$ cat src/rtl/sba_pkg.sv
package sba_pkg;

  typedef enum logic [1:0] {
    HOLD_NONE = 2'd0,
    HOLD_SCN  = 2'd1,
    HOLD_BRG  = 2'd2
  } holder_e;

  // Bridge may compete only when the scanner has nothing pending.
  function automatic logic brg_eligible(input logic brg_req, input logic scn_pend);
    return brg_req & ~scn_pend;
  endfunction

  // True when the beat about to be counted is the last one the cap allows.
  function automatic logic at_cap(input int unsigned count, input int unsigned limit);
    return (count + 1) >= limit;
  endfunction

  // Grant bit position per holder.
  function automatic int unsigned holder_bit(input holder_e h);
    return (h == HOLD_BRG) ? 1 : 0;
  endfunction

endpackage

$ cat src/rtl/sba_pick.sv
module sba_pick
  import sba_pkg::*;
(
  input  logic    scn_pend,
  input  logic    brg_req,
  output holder_e pick
);

  always_comb begin
    if (scn_pend) begin
      pick = HOLD_SCN;
    end else if (brg_eligible(brg_req, scn_pend)) begin
      pick = HOLD_BRG;
    end else begin
      pick = HOLD_NONE;
    end
  end

endmodule

$ cat src/rtl/sba_beat_cnt.sv
module sba_beat_cnt #(
  parameter int MAX_BEATS = 8,
  parameter int CNT_W     = $clog2(MAX_BEATS + 1)
) (
  input  logic             clk,
  input  logic             rst_n,
  input  logic             clear,
  input  logic             beat_en,
  input  logic             last,
  output logic [CNT_W-1:0] count,
  output logic             cap_hit,
  output logic             overrun
);

  logic [CNT_W-1:0] count_q;
  logic             overrun_q;

  always_comb begin
    cap_hit = beat_en & at_cap_w(count_q);
  end

  function automatic logic at_cap_w(input logic [CNT_W-1:0] c);
    return sba_pkg::at_cap(int'(unsigned'(c)), MAX_BEATS);
  endfunction

  always_ff @(posedge clk or negedge rst_n) begin
    if (!rst_n) begin
      count_q   <= '0;
      overrun_q <= 1'b0;
    end else begin
      overrun_q <= cap_hit & ~last;
      if (clear) begin
        count_q <= '0;
      end else if (beat_en) begin
        count_q <= count_q + 1'b1;
      end
    end
  end

  assign count   = count_q;
  assign overrun = overrun_q;

endmodule

$ cat src/rtl/sba_tenure.sv
module sba_tenure
  import sba_pkg::*;
(
  input  logic    clk,
  input  logic    rst_n,
  input  holder_e pick,
  input  logic    scn_pend,
  input  logic    scn_last,
  input  logic    brg_req,
  input  logic    brg_beat,
  input  logic    brg_last,
  input  logic    cap_hit,
  output holder_e holder,
  output logic    scn_end,
  output logic    brg_end,
  output logic    tenure_end,
  output logic    brg_start,
  output logic    bus_req
);

  holder_e holder_q, holder_d;
  logic    bus_req_q;

  always_comb begin
    scn_end    = (holder_q == HOLD_SCN) & scn_last;
    brg_end    = (holder_q == HOLD_BRG) & brg_beat & (brg_last | cap_hit);
    tenure_end = scn_end | brg_end;
    brg_start  = (holder_q == HOLD_NONE) & (pick == HOLD_BRG);
    case (holder_q)
      HOLD_NONE: holder_d = pick;
      HOLD_SCN:  holder_d = scn_end ? HOLD_NONE : HOLD_SCN;
      HOLD_BRG:  holder_d = brg_end ? HOLD_NONE : HOLD_BRG;
      default:   holder_d = HOLD_NONE;
    endcase
  end

  always_ff @(posedge clk or negedge rst_n) begin
    if (!rst_n) begin
      holder_q  <= HOLD_NONE;
      bus_req_q <= 1'b0;
    end else begin
      holder_q  <= holder_d;
      bus_req_q <= (holder_d != HOLD_NONE) | scn_pend | brg_req;
    end
  end

  assign holder  = holder_q;
  assign bus_req = bus_req_q;

endmodule

$ cat src/rtl/sysbus_arbiter.sv
module sysbus_arbiter
  import sba_pkg::*;
#(
  parameter  int MAX_BEATS = 8,
  localparam int CNT_W     = $clog2(MAX_BEATS + 1)
) (
  input  logic             clk,
  input  logic             rst_n,
  input  logic             scn_pend,
  input  logic             scn_last,
  input  logic             brg_req,
  input  logic             brg_beat,
  input  logic             brg_last,
  output logic [1:0]       gnt,
  output logic             sys_bus_req,
  output logic             burst_err,
  output logic [CNT_W-1:0] brg_beats
);

  holder_e pick;
  holder_e holder;
  logic    scn_end, brg_end, tenure_end, brg_start;
  logic    beat_en, cap_hit;

  sba_pick u_pick (
    .scn_pend (scn_pend),
    .brg_req  (brg_req),
    .pick     (pick)
  );

  sba_tenure u_tenure (
    .clk        (clk),
    .rst_n      (rst_n),
    .pick       (pick),
    .scn_pend   (scn_pend),
    .scn_last   (scn_last),
    .brg_req    (brg_req),
    .brg_beat   (brg_beat),
    .brg_last   (brg_last),
    .cap_hit    (cap_hit),
    .holder     (holder),
    .scn_end    (scn_end),
    .brg_end    (brg_end),
    .tenure_end (tenure_end),
    .brg_start  (brg_start),
    .bus_req    (sys_bus_req)
  );

  assign beat_en = (holder == HOLD_BRG) & brg_beat;

  sba_beat_cnt #(
    .MAX_BEATS (MAX_BEATS),
    .CNT_W     (CNT_W)
  ) u_cnt (
    .clk     (clk),
    .rst_n   (rst_n),
    .clear   (brg_start),
    .beat_en (beat_en),
    .last    (brg_last),
    .count   (brg_beats),
    .cap_hit (cap_hit),
    .overrun (burst_err)
  );

  for (genvar g = 0; g < 2; g++) begin : g_gnt
    assign gnt[g] = (holder != HOLD_NONE) && (holder_bit(holder) == g);
  end

endmodule

$ cat config.mk
export PLATFORM = sky130hd
export DESIGN_NAME = sysbus_arbiter
export DESIGN_NICKNAME = d
export VERILOG_FILES = /design/src/rtl/sba_pkg.sv /design/src/rtl/sba_pick.sv /design/src/rtl/sba_beat_cnt.sv /design/src/rtl/sba_tenure.sv /design/src/rtl/sysbus_arbiter.sv
export SDC_FILE = /design/constraint.sdc
export NUM_CORES = 1
export LEC_CHECK = 0
export BUFFER_PORTS_ARGS = -buffer_cell sky130_fd_sc_hd__buf_4
export CAP_MARGIN = 5
export CORE_AREA = 10 10 47 49
export CTS_CLUSTER_SIZE = 25
export DETAILED_ROUTE_END_ITERATION = 12
export DIE_AREA = 0 0 57 59
export MAX_ROUTING_LAYER = met4
export PLACE_DENSITY = 0.54
export SETUP_SLACK_MARGIN = 0.15
export SYNTH_ARGS = -nofsm -noshare
export SYNTH_HDL_FRONTEND = slang
export SYNTH_SLANG_ARGS = --single-unit
$ cat constraint.sdc
create_clock -name clk -period 3.3 [get_ports clk]
set_input_delay 0.66 -clock clk [delete_from_list [all_inputs] [get_ports clk]]
set_output_delay 0.66 -clock clk [all_outputs]
set_load 0.05 [all_outputs]
# --- Word-level counts from Yosys, hierarchy flattened ---
# Index checks and enable logic that the tools add are counted.
classes:
  n_lt_le_gt_ge: 1
  n_mux: 8
  n_reduce_logical: 7
  n_addsub: 2
  n_bitwise: 12
  n_eq_ne: 4
ops:
  columns: ["cell", "n"]
  rows:
  - ["32-bit by 4-bit greater-or-equal comparator with 1-bit output, second input constant", 1]
  - ["32-bit zero test", 1]
  - ["4-bit 2-to-1 mux", 2]
  - ["1-bit bitwise AND", 7]
  - ["2-bit 2-to-1 mux", 3]
  - ["2-bit one-hot mux with 3 select lines", 1]
  - ["2-bit nonzero test", 3]
  - ["4-bit by 1-bit adder with 5-bit output, second input constant", 1]
  - ["4-bit by 1-bit adder with 4-bit output, second input constant", 1]
  - ["2-bit equality test, second input constant", 2]
  - ["1-bit OR", 3]
  - ["2-bit by 1-bit equality test with 1-bit output, second input constant", 1]
  - ["1-bit logical AND", 2]
  - ["2-bit zero test", 1]
  - ["1-bit 2-to-1 mux", 2]
  - ["1-bit inverter", 2]
  - ["1-bit equality test, second input constant", 1]
totals:
  elab_cells: 38
  reg_bits: 8

# --- Logic depth before layout (Yosys ltp) ---
# Gate-level depths: netlist of the first run.
depth:
  ltp_word: 10
  depth_mapped: 4
  depth_no_buf: 4

# --- By module ---
# Synthesis of the first run repeated with hierarchy kept, for this count alone.
hier_totals:
  cells_unflattened: 46
  hier_area_um2: 485.5
modules_own_cells:
  columns: ["module", "seq_area_each_um2", "area_each_um2", "cells_per_inst", "instances"]
  rows:
  - ["sba_beat_cnt", 125.1, 284.0, 25, 1]
  - ["sba_tenure", 75.1, 161.4, 16, 1]
  - ["sba_pick", 0.0, 21.3, 2, 1]
  - ["sysbus_arbiter", 0.0, 18.8, 3, 1]

# --- Worst setup path after synthesis of the first run ---
# No wires, ideal clock.
synth_path:
  path_kind: "reg-to-output"
  from: "reg u_tenure.holder_q[1] (netlist: u_tenure.holder[1])"
  to: "out gnt[1]"
  arrival_ns: 1.234
  n_path_buf: 0
  slack_ns: 1.406
  required_ns: 2.640
  path_stages_with_launch: 2
  path_cell_list: "dfrtp_1 nor2b_1"
synth_between:
  elab_chain_cells: 4
synth_lines:
  columns: ["item", "line_no", "source"]
  rows:
  - ["start: declaration", "sba_tenure.sv:21", "holder_e holder_q, holder_d;"]
  - ["start signal: assignment", "sba_tenure.sv:42", "holder_q <= holder_d;"]
  - ["2-bit equality test", "sba_pkg.sv:21", "return (h == HOLD_BRG) ? 1 : 0;"]
  - ["1-bit 2-to-1 mux", "sba_pkg.sv:21", null]
  - ["1-bit equality test", "sysbus_arbiter.sv:66", "assign gnt[g] = (holder != HOLD_NONE) && (holder_bit(holder) == g);"]
  - ["1-bit logical AND (*)", "sysbus_arbiter.sv:66", null]
  - ["end: declaration", "sysbus_arbiter.sv:14", "output logic [1:0] gnt,"]
# Mark *: on every way between the ends. The rest lies on a longest branch, timed or not.

# --- Final worst setup path of the first run ---
# Same ends and word-level chain as after synthesis.

==> results of run 1 <==
-- metrics by stage --
step / hold WS (ps) / setup slack, ps
2_1_floorplan: 364.4 / 1406
3_5_place_dp: 487.7 / 1720
3_3_place_gp: 486.0 / 1712
6_report: 219.3 / 1450
4_1_cts: 209.5 / 1436
5_1_grt: 209.1 / 1345
-- logic make-up (layout without fill, tap and decap cells) --
| logic type | after synthesis | count (layout) | synth area share |
|---|---|---|---|
| xor gates and xnor gates | 2 | 2 | 0.04180 |
| and+or+nand+nor | 16 | 16 | 0.2657 |
| AOI/OAI and AO/OA | 6 | 6 | 0.09553 |
| buffers and inverters | 1 | 17 | 0.008947 |
| DFF | 8 | 8 | 0.4776 |
| muxes | 2 | 2 | 0.05075 |
| adders and majority gates | 2 | 2 | 0.05969 |
-- final timing paths --
check / startpoint / endpoint / slack (ps) / cells past startpoint
max in group asynchronous: rst_n / u_cnt.count[0]$_DFFE_PN0P_ / 2950 / 1
setup reg to reg: u_tenure.holder[1]$_DFF_PN0_ / u_tenure.bus_req$_DFF_PN0_ / 1950 / 3
min in group clk: brg_last / u_cnt.overrun$_DFF_PN0_ / 570 / 2
setup / recovery: u_tenure.holder[1]$_DFF_PN0_ / gnt[1] / 1450 / 2
hold reg to reg: u_cnt.count[2]$_DFFE_PN0P_ / u_cnt.count[2]$_DFFE_PN0P_ / 600 / 2
hold / removal: rst_n / u_cnt.count[3]$_DFFE_PN0P_ / 220 / 1
-- where the power goes --
group / internal (mW) / total [mW] / switching [mW]
logic: 0.0660 / 0.180 / 0.114
registers: 0.121 / 0.161 / 0.0407
clock network: 0.0416 / 0.0742 / 0.0326
-- cell type report --
class	instances	area [sq um]
timing repair buffer	14	105.1
tap	16	20.02
fill	144	838.3
multi-input combinational	28	215.2
sequential	8	200.2
clock buffer	3	22.52
-- per-layer routing --
metal  part of all wire  GRT usage
met5                  0          -
met3              0.063    0.02361
met1               0.50    0.07506
met4             0.0064    0.05034
met2               0.43    0.07752
-- placed cells by master, fill, tap and decap left out, types with 2 or more instances in the layout --
cell       n
dfrtp_1    8
xor2_1     2
clkbuf_4   3
o21ai_1    2
nor3b_1    2
ha_1       2
buf_4     14
nor2_1     6
nand2b_1   2
-- registers in the layout, indices dropped and copies added (netlist names) --
register	cells
u_tenure.bus_req	1
u_cnt.count	4
u_tenure.holder	2
u_cnt.overrun	1
==> summary by stage, run 1 <==
Status
The run finished with clean final reports.

Clock network
The buffer cell driving the clock tree root is clkbuf_4. Clock tree synthesis inserted a total of 3 buffers. Counting along the longest clock path gives a buffer depth of 2. In this run, post-CTS hold repair placed 0 buffers.

CTS built an H-tree with a depth of 1. TritonCTS built the clock tree. The clock-pin slew on the worst setup and hold paths is 50 ps. The clock latency on the worst-skew pair is 250 ps.

The post-CTS setup buffer count is 0. The total clock sinks is 8. The count of instances resized after the clock tree is built is 0.

Power
IR analysis of the VDD net gives a maximum drop of 0.2834 mV. In this run the static leakage power is 0.2810 nW. Power comes to 0.4157 mW. Power spread over the standard cell area amounts to 738.4 nW/um^2.

Synth
When the netlist entered floorplanning its net count stood at 46. After synthesis, the netlist uses 20 different library cells. For this run, asynchronously set or reset flops after synthesis account for 1.000. The most frequent cell after synthesis is dfrtp_1.

The number of synthesis warnings is 0. The most frequently used flop master after synthesis is dfrtp_1. After synthesis, the most frequently instantiated cells are dfrtp_1, nor2_1.

The largest total area in the synthesized netlist belongs to dfrtp_1. The fraction of synthesized cell area taken by the top area cell type is 0.4776. After synthesis the cells add up to 419.2 sq um.

Of the synthesized area, sequential elements account for 0.4776. The register bit total from synthesis is 8. Averaged over all synthesized cells, the footprint is 11.33 sq um.

Sorting the synthesized cells by area gives the leading types as dfrtp_1, ha_1, nor2_1, nand3b_4, xor2_1. Counting flops with a built-in enable in the synthesized netlist gives 0. Synthesis produced 37 cells.

Timing
The sum of negative setup slack is 0 ps. In the finished design, the share of the clock period the worst path needs comes to 0.5605. The number of max-slew violations in the final report came to 0. Setup repair after global routing left no endpoint under its margin. The number of hold-slack violations in the final timing report is 0. The upper clock frequency limit is 0.5406 GHz. The smallest clock period supported by the final layout is computed as 1850 ps.

Setup violations remaining at the end of the flow were counted as 0. The clock skew is 1.145 ps. In this run the tightest slew margin relative to its limit is 0.6489.

The transition time at the pin with the least slew margin is 525.3 ps.

Place
The weighted congestion reported at the end of routability-driven placement is 0.6338. The post-place instance area is 540.5 sq um. The cell total after placement is 66.

The wire-length estimate of the detail-placed layout is 755 microns. During placement, the flow inserted port buffers numbering 14.

Cells and area
The number of antenna cells inserted is 0. The final design utilization is 0.4018. The finished layout cell area is 563.0 sq um.

The number of nets in the finished design is 64. The share of layout cells above drive strength 1 is 0.3962. The final non-filler cell total is 69.

The area growth from synthesis to layout is 34.33%.

Worst setup path
For this design, the slowest cell found on the critical path is dfrtp_1. The worst setup path is launched from a register. Traced cell by cell, the critical path runs through nor2b_1 -> buf_4.

The number of buffer and inverter stages on the critical path is 1. The data arrival time of the worst path is 1190 ps. The critical path class is reg2out. The maximum net fanout on the critical path is 7. The largest delay contributor family on the critical path is flip-flops.

On the worst path, the slowest cell contributes a delay of 500 ps. The endpoint class of the critical path is an output pin. The data required time of the worst path is 2640 ps.

Detailed routing
In the routed design, unresolved DRC markers number 0. In the final routed layout, each cell accounts on average for 13.59 microns. The first detailed-routing pass ran for 4 iterations. The post-route antenna net violation count is 0.

The total vias in the final route is 330. The per-cell via count in the routed design is 4.783. The initial DRC count is 3. Wires add up to 938 microns.

Hold path
The path class of the tightest hold or removal check is in2async.

GRT
For this run the aggregate overflow at the end of global routing stands at 0. The pin count of the biggest net entering global routing is 10. The number of antenna violations at the first check in global routing is 0. The via count of the first global-routing pass came to 349.

The overall global routing resource usage is 0.06174. The wire length of the first global-routing pass is 1.538 mm.

Floorplanning
The cell row count is 14. The total I/O pin count is 15. For this configuration, the core starts out at a cell density of 0.2991. Measured along the y axis, the die boundary spans 59 microns. The floorplan step defined a die boundary enclosing 3363 sq um. In this run the horizontal extent of the chip is 57 microns. The placeable core area is 1401 sq um.

Job
The total of max-cap violations is 0.
No activity file was read; power rests on OpenSTA's default activity.
==> inputs of run 2 (changes only) <==
==> constraint.sdc (replaced) <==
create_clock -name clk -period 1.8 [get_ports clk]
set_input_delay 0.36 -clock clk [delete_from_list [all_inputs] [get_ports clk]]
set_output_delay 0.36 -clock clk [all_outputs]
set_load 0.05 [all_outputs]
==> summary by stage, run 2 (synthesis gave the netlist of run 1 again) <==
Power
Dividing total power by cell area gives a power density of 1324 nW/um^2. Of the total power, the share spent switching nets is 0.4472. The leakage power figure is 0.2905 nW. IR analysis of the VDD net gives a maximum drop of 0.7003 mV. The share of total power dissipated in combinational logic is 0.441. The share of total power dissipated in the clock network is 0.175.

The cell-internal power is 0.4250 mW. The net load switching power is 0.3438 mW. The sequential group share of total power is 0.383.

Clock network
Post-CTS timing repair inserted 0 buffers for setup. The count of instances resized after the clock tree is built is 0. The clock latency on the worst-skew pair is 250 ps. After clock tree synthesis, the flow added hold-fix buffers numbering 1.

Clock-pin slew was measured on the worst setup and hold paths at 50 ps. The TritonCTS clock tree is built. The tree is rooted in a clkbuf_4.

The total clock sinks is 8. The clock passes through at most 2 buffers. The number of CTS-inserted buffers is 3.

In this run the number of H-tree levels came out at 1.

Cells and area
In the final layout, the share of cells above drive strength 1 is 0.4000. The library cell used most frequently in the layout, excluding fill and tap cells, is buf_4. The number of antenna cells inserted is 0. The finished layout cell area is 580.6 sq um.

The area growth from synthesis to final layout is 38.51%. The number of flip-flops under the largest register name is 4. The multi-input gate area in the final layout is 215.2 sq um.

At the end of the flow, the number of nets in the layout was 66. The count of cells in the finished layout, fillers not included, comes to 71. The number of inserted filler cells in the final layout is 163.

In the layout the commonest cells are buf_4, dfrtp_1, nor2_1. Summing all flip-flop and latch instances after layout gives 200.2 sq um.

Detailed routing
The total vias in the final route is 342. The detailed-router iteration count before antenna repair is 2. The total routed wirelength is 910 microns. Dividing the detail-routed via count by the number of cells gives 4.817. For this run, design rule violations remaining after detail routing come to 0. Dividing the detail-routed wire length by the instance count gives 12.82 microns.

For this block, the initial DRC count from the detailed router was 4. Once detail routing completed, the nets flagged for antenna violations numbered 0.

Floorplanning
The placeable core area is 1401 sq um. The die is 59 microns tall. The die extent in x is 57 microns. In this run the core area contains 14 standard-cell rows. The initial core utilization is 0.2991. The floorplan step defined a die boundary enclosing 3363 sq um. The total I/O pin count is 15.

Place
The cell total after placement is 67. After legalization and detailed placement, the total HPWL measured 745.2 microns. The congestion estimate from routability-driven global placement came to 0.6759. The post-place instance area is 548.0 sq um. In this run the tool buffered the top-level ports with 14 buffer cells.

Worst setup path
The number of cells on the critical path is 2. The signal on the critical path passes through nor2b_1 -> buf_4. The longest individual stage delay on the worst path is 490 ps. The critical path class is reg2out.

The worst setup path is launched from a register. The worst setup path is captured at an output pin. STA puts the critical path data arrival time at 1180 ps. The largest delay contributor family on the critical path is flip-flops.

In this run the worst path has a maximum fanout of 7. In this run the worst setup path begins at u_tenure.holder[1]$_DFF_PN0_. The reg-to-reg critical path endpoint is u_cnt.overrun$_DFF_PN0_. The setup slack of the worst register-to-register path is 470 ps. The number of cells on the worst reg-to-reg path is 4. The data required time of the worst path is 1440 ps. The endpoint of the worst setup timing path is gnt[1]. The critical-path cell with the highest stage delay is dfrtp_1. The startpoint of the lowest-slack register-to-register path is u_cnt.count[0]$_DFFE_PN0P_. The number of buffer and inverter stages on the critical path is 1.

GRT
The via count of the first global-routing pass was 396. After global routing the overflow that remains totals 0. Entering global routing, the biggest net connects 10 pins. The overall global routing resource usage is 0.06470. The wire length of the first global-routing pass is 1.676 mm. The number of antenna violations at the first check in global routing is 0.

Timing
Setup repair after global routing left no endpoint under its margin. The smallest hold slack is 271.4 ps. The sum of negative setup slack is 0 ps. The clock skew is 4.028 ps. The number of max-slew violations in the final report came to 0. The clock period could shrink to 1544 ps.

The upper clock frequency limit is 0.6475 GHz. The worst slew margin relative to its limit is 0.7570. The period utilization is 0.8580.

The number of hold-slack violations in the final timing report is 0. The transition time at the pin with the least slew margin is 355.4 ps. Setup violations remaining at the end of the flow were counted as 0.

Hold path
The path class of the lowest-slack min-delay path is in2reg.

Status
The flow ran to the end, and the final reports show no timing, DRC or antenna violations.

Job
The tool flagged a number of max-cap violations equal to 0.
-- run 2: cell count changes in the layout (fill, tap and decap cells not counted) --
cell / previous run / this run
buf_4: 14 / 15
dlygate4sd3_1: 0 / 1
-- run 2: final cells by class --
cell class / instances / area share
multi-input combinational: 28 / 0.3707
sequential: 8 / 0.3448
timing repair buffer: 16 / 0.2112
clock buffer: 3 / 0.03879
tap: 16 / 0.03448
-- run 2: per-stage QoR --
| step | setup slack, ps | util | power (mW) |
|---|---|---|---|
| floorplan | 204.2 | - | 0.5300 |
| global placement | 468.8 | 0.3911 | 0.6394 |
| detailed placement | 463.3 | 0.3911 | 0.6413 |
| CTS | 242.5 | 0.4143 | 0.7840 |
| global route | 175.6 | 0.4143 | 0.8300 |
| finish | 255.7 | 0.4143 | 0.7688 |
-- run 2: metal layers --
layer / GRT usage / vias up / wire length (microns)
met5: - / - / 0
met4: 0.03020 / 0 / 0
met3: 0.03004 / 0 / 58
met2: 0.09457 / 11 / 380
met1: 0.07332 / 161 / 471
li1: - / 170 / -
-- run 2: worst min-delay path by stage --
stage	start	to	slack, ps	cells past startpoint
2_1_floorplan	rst_n	u_cnt.count[0]$_DFFE_PN0P_	60	0
4_1_cts	brg_last	u_cnt.overrun$_DFF_PN0_	260	2
6_report	brg_last	u_cnt.overrun$_DFF_PN0_	270	2
3_3_place_gp	rst_n	u_cnt.count[0]$_DFFE_PN0P_	190	1
3_5_place_dp	rst_n	u_cnt.count[0]$_DFFE_PN0P_	190	1
5_1_grt	brg_last	u_cnt.overrun$_DFF_PN0_	260	2
-- run 2: power groups by stage --
| stage | clock network, mW | logic (mW) | registers, mW |
|---|---|---|---|
| 3_5_place_dp | 0 | 0.342 | 0.299 |
| 6_report | 0.135 | 0.339 | 0.295 |
| 5_1_grt | 0.157 | 0.368 | 0.305 |
| 4_1_cts | 0.142 | 0.346 | 0.296 |
| 2_1_floorplan | 0 | 0.180 | 0.350 |
| 3_3_place_gp | 0 | 0.345 | 0.295 |
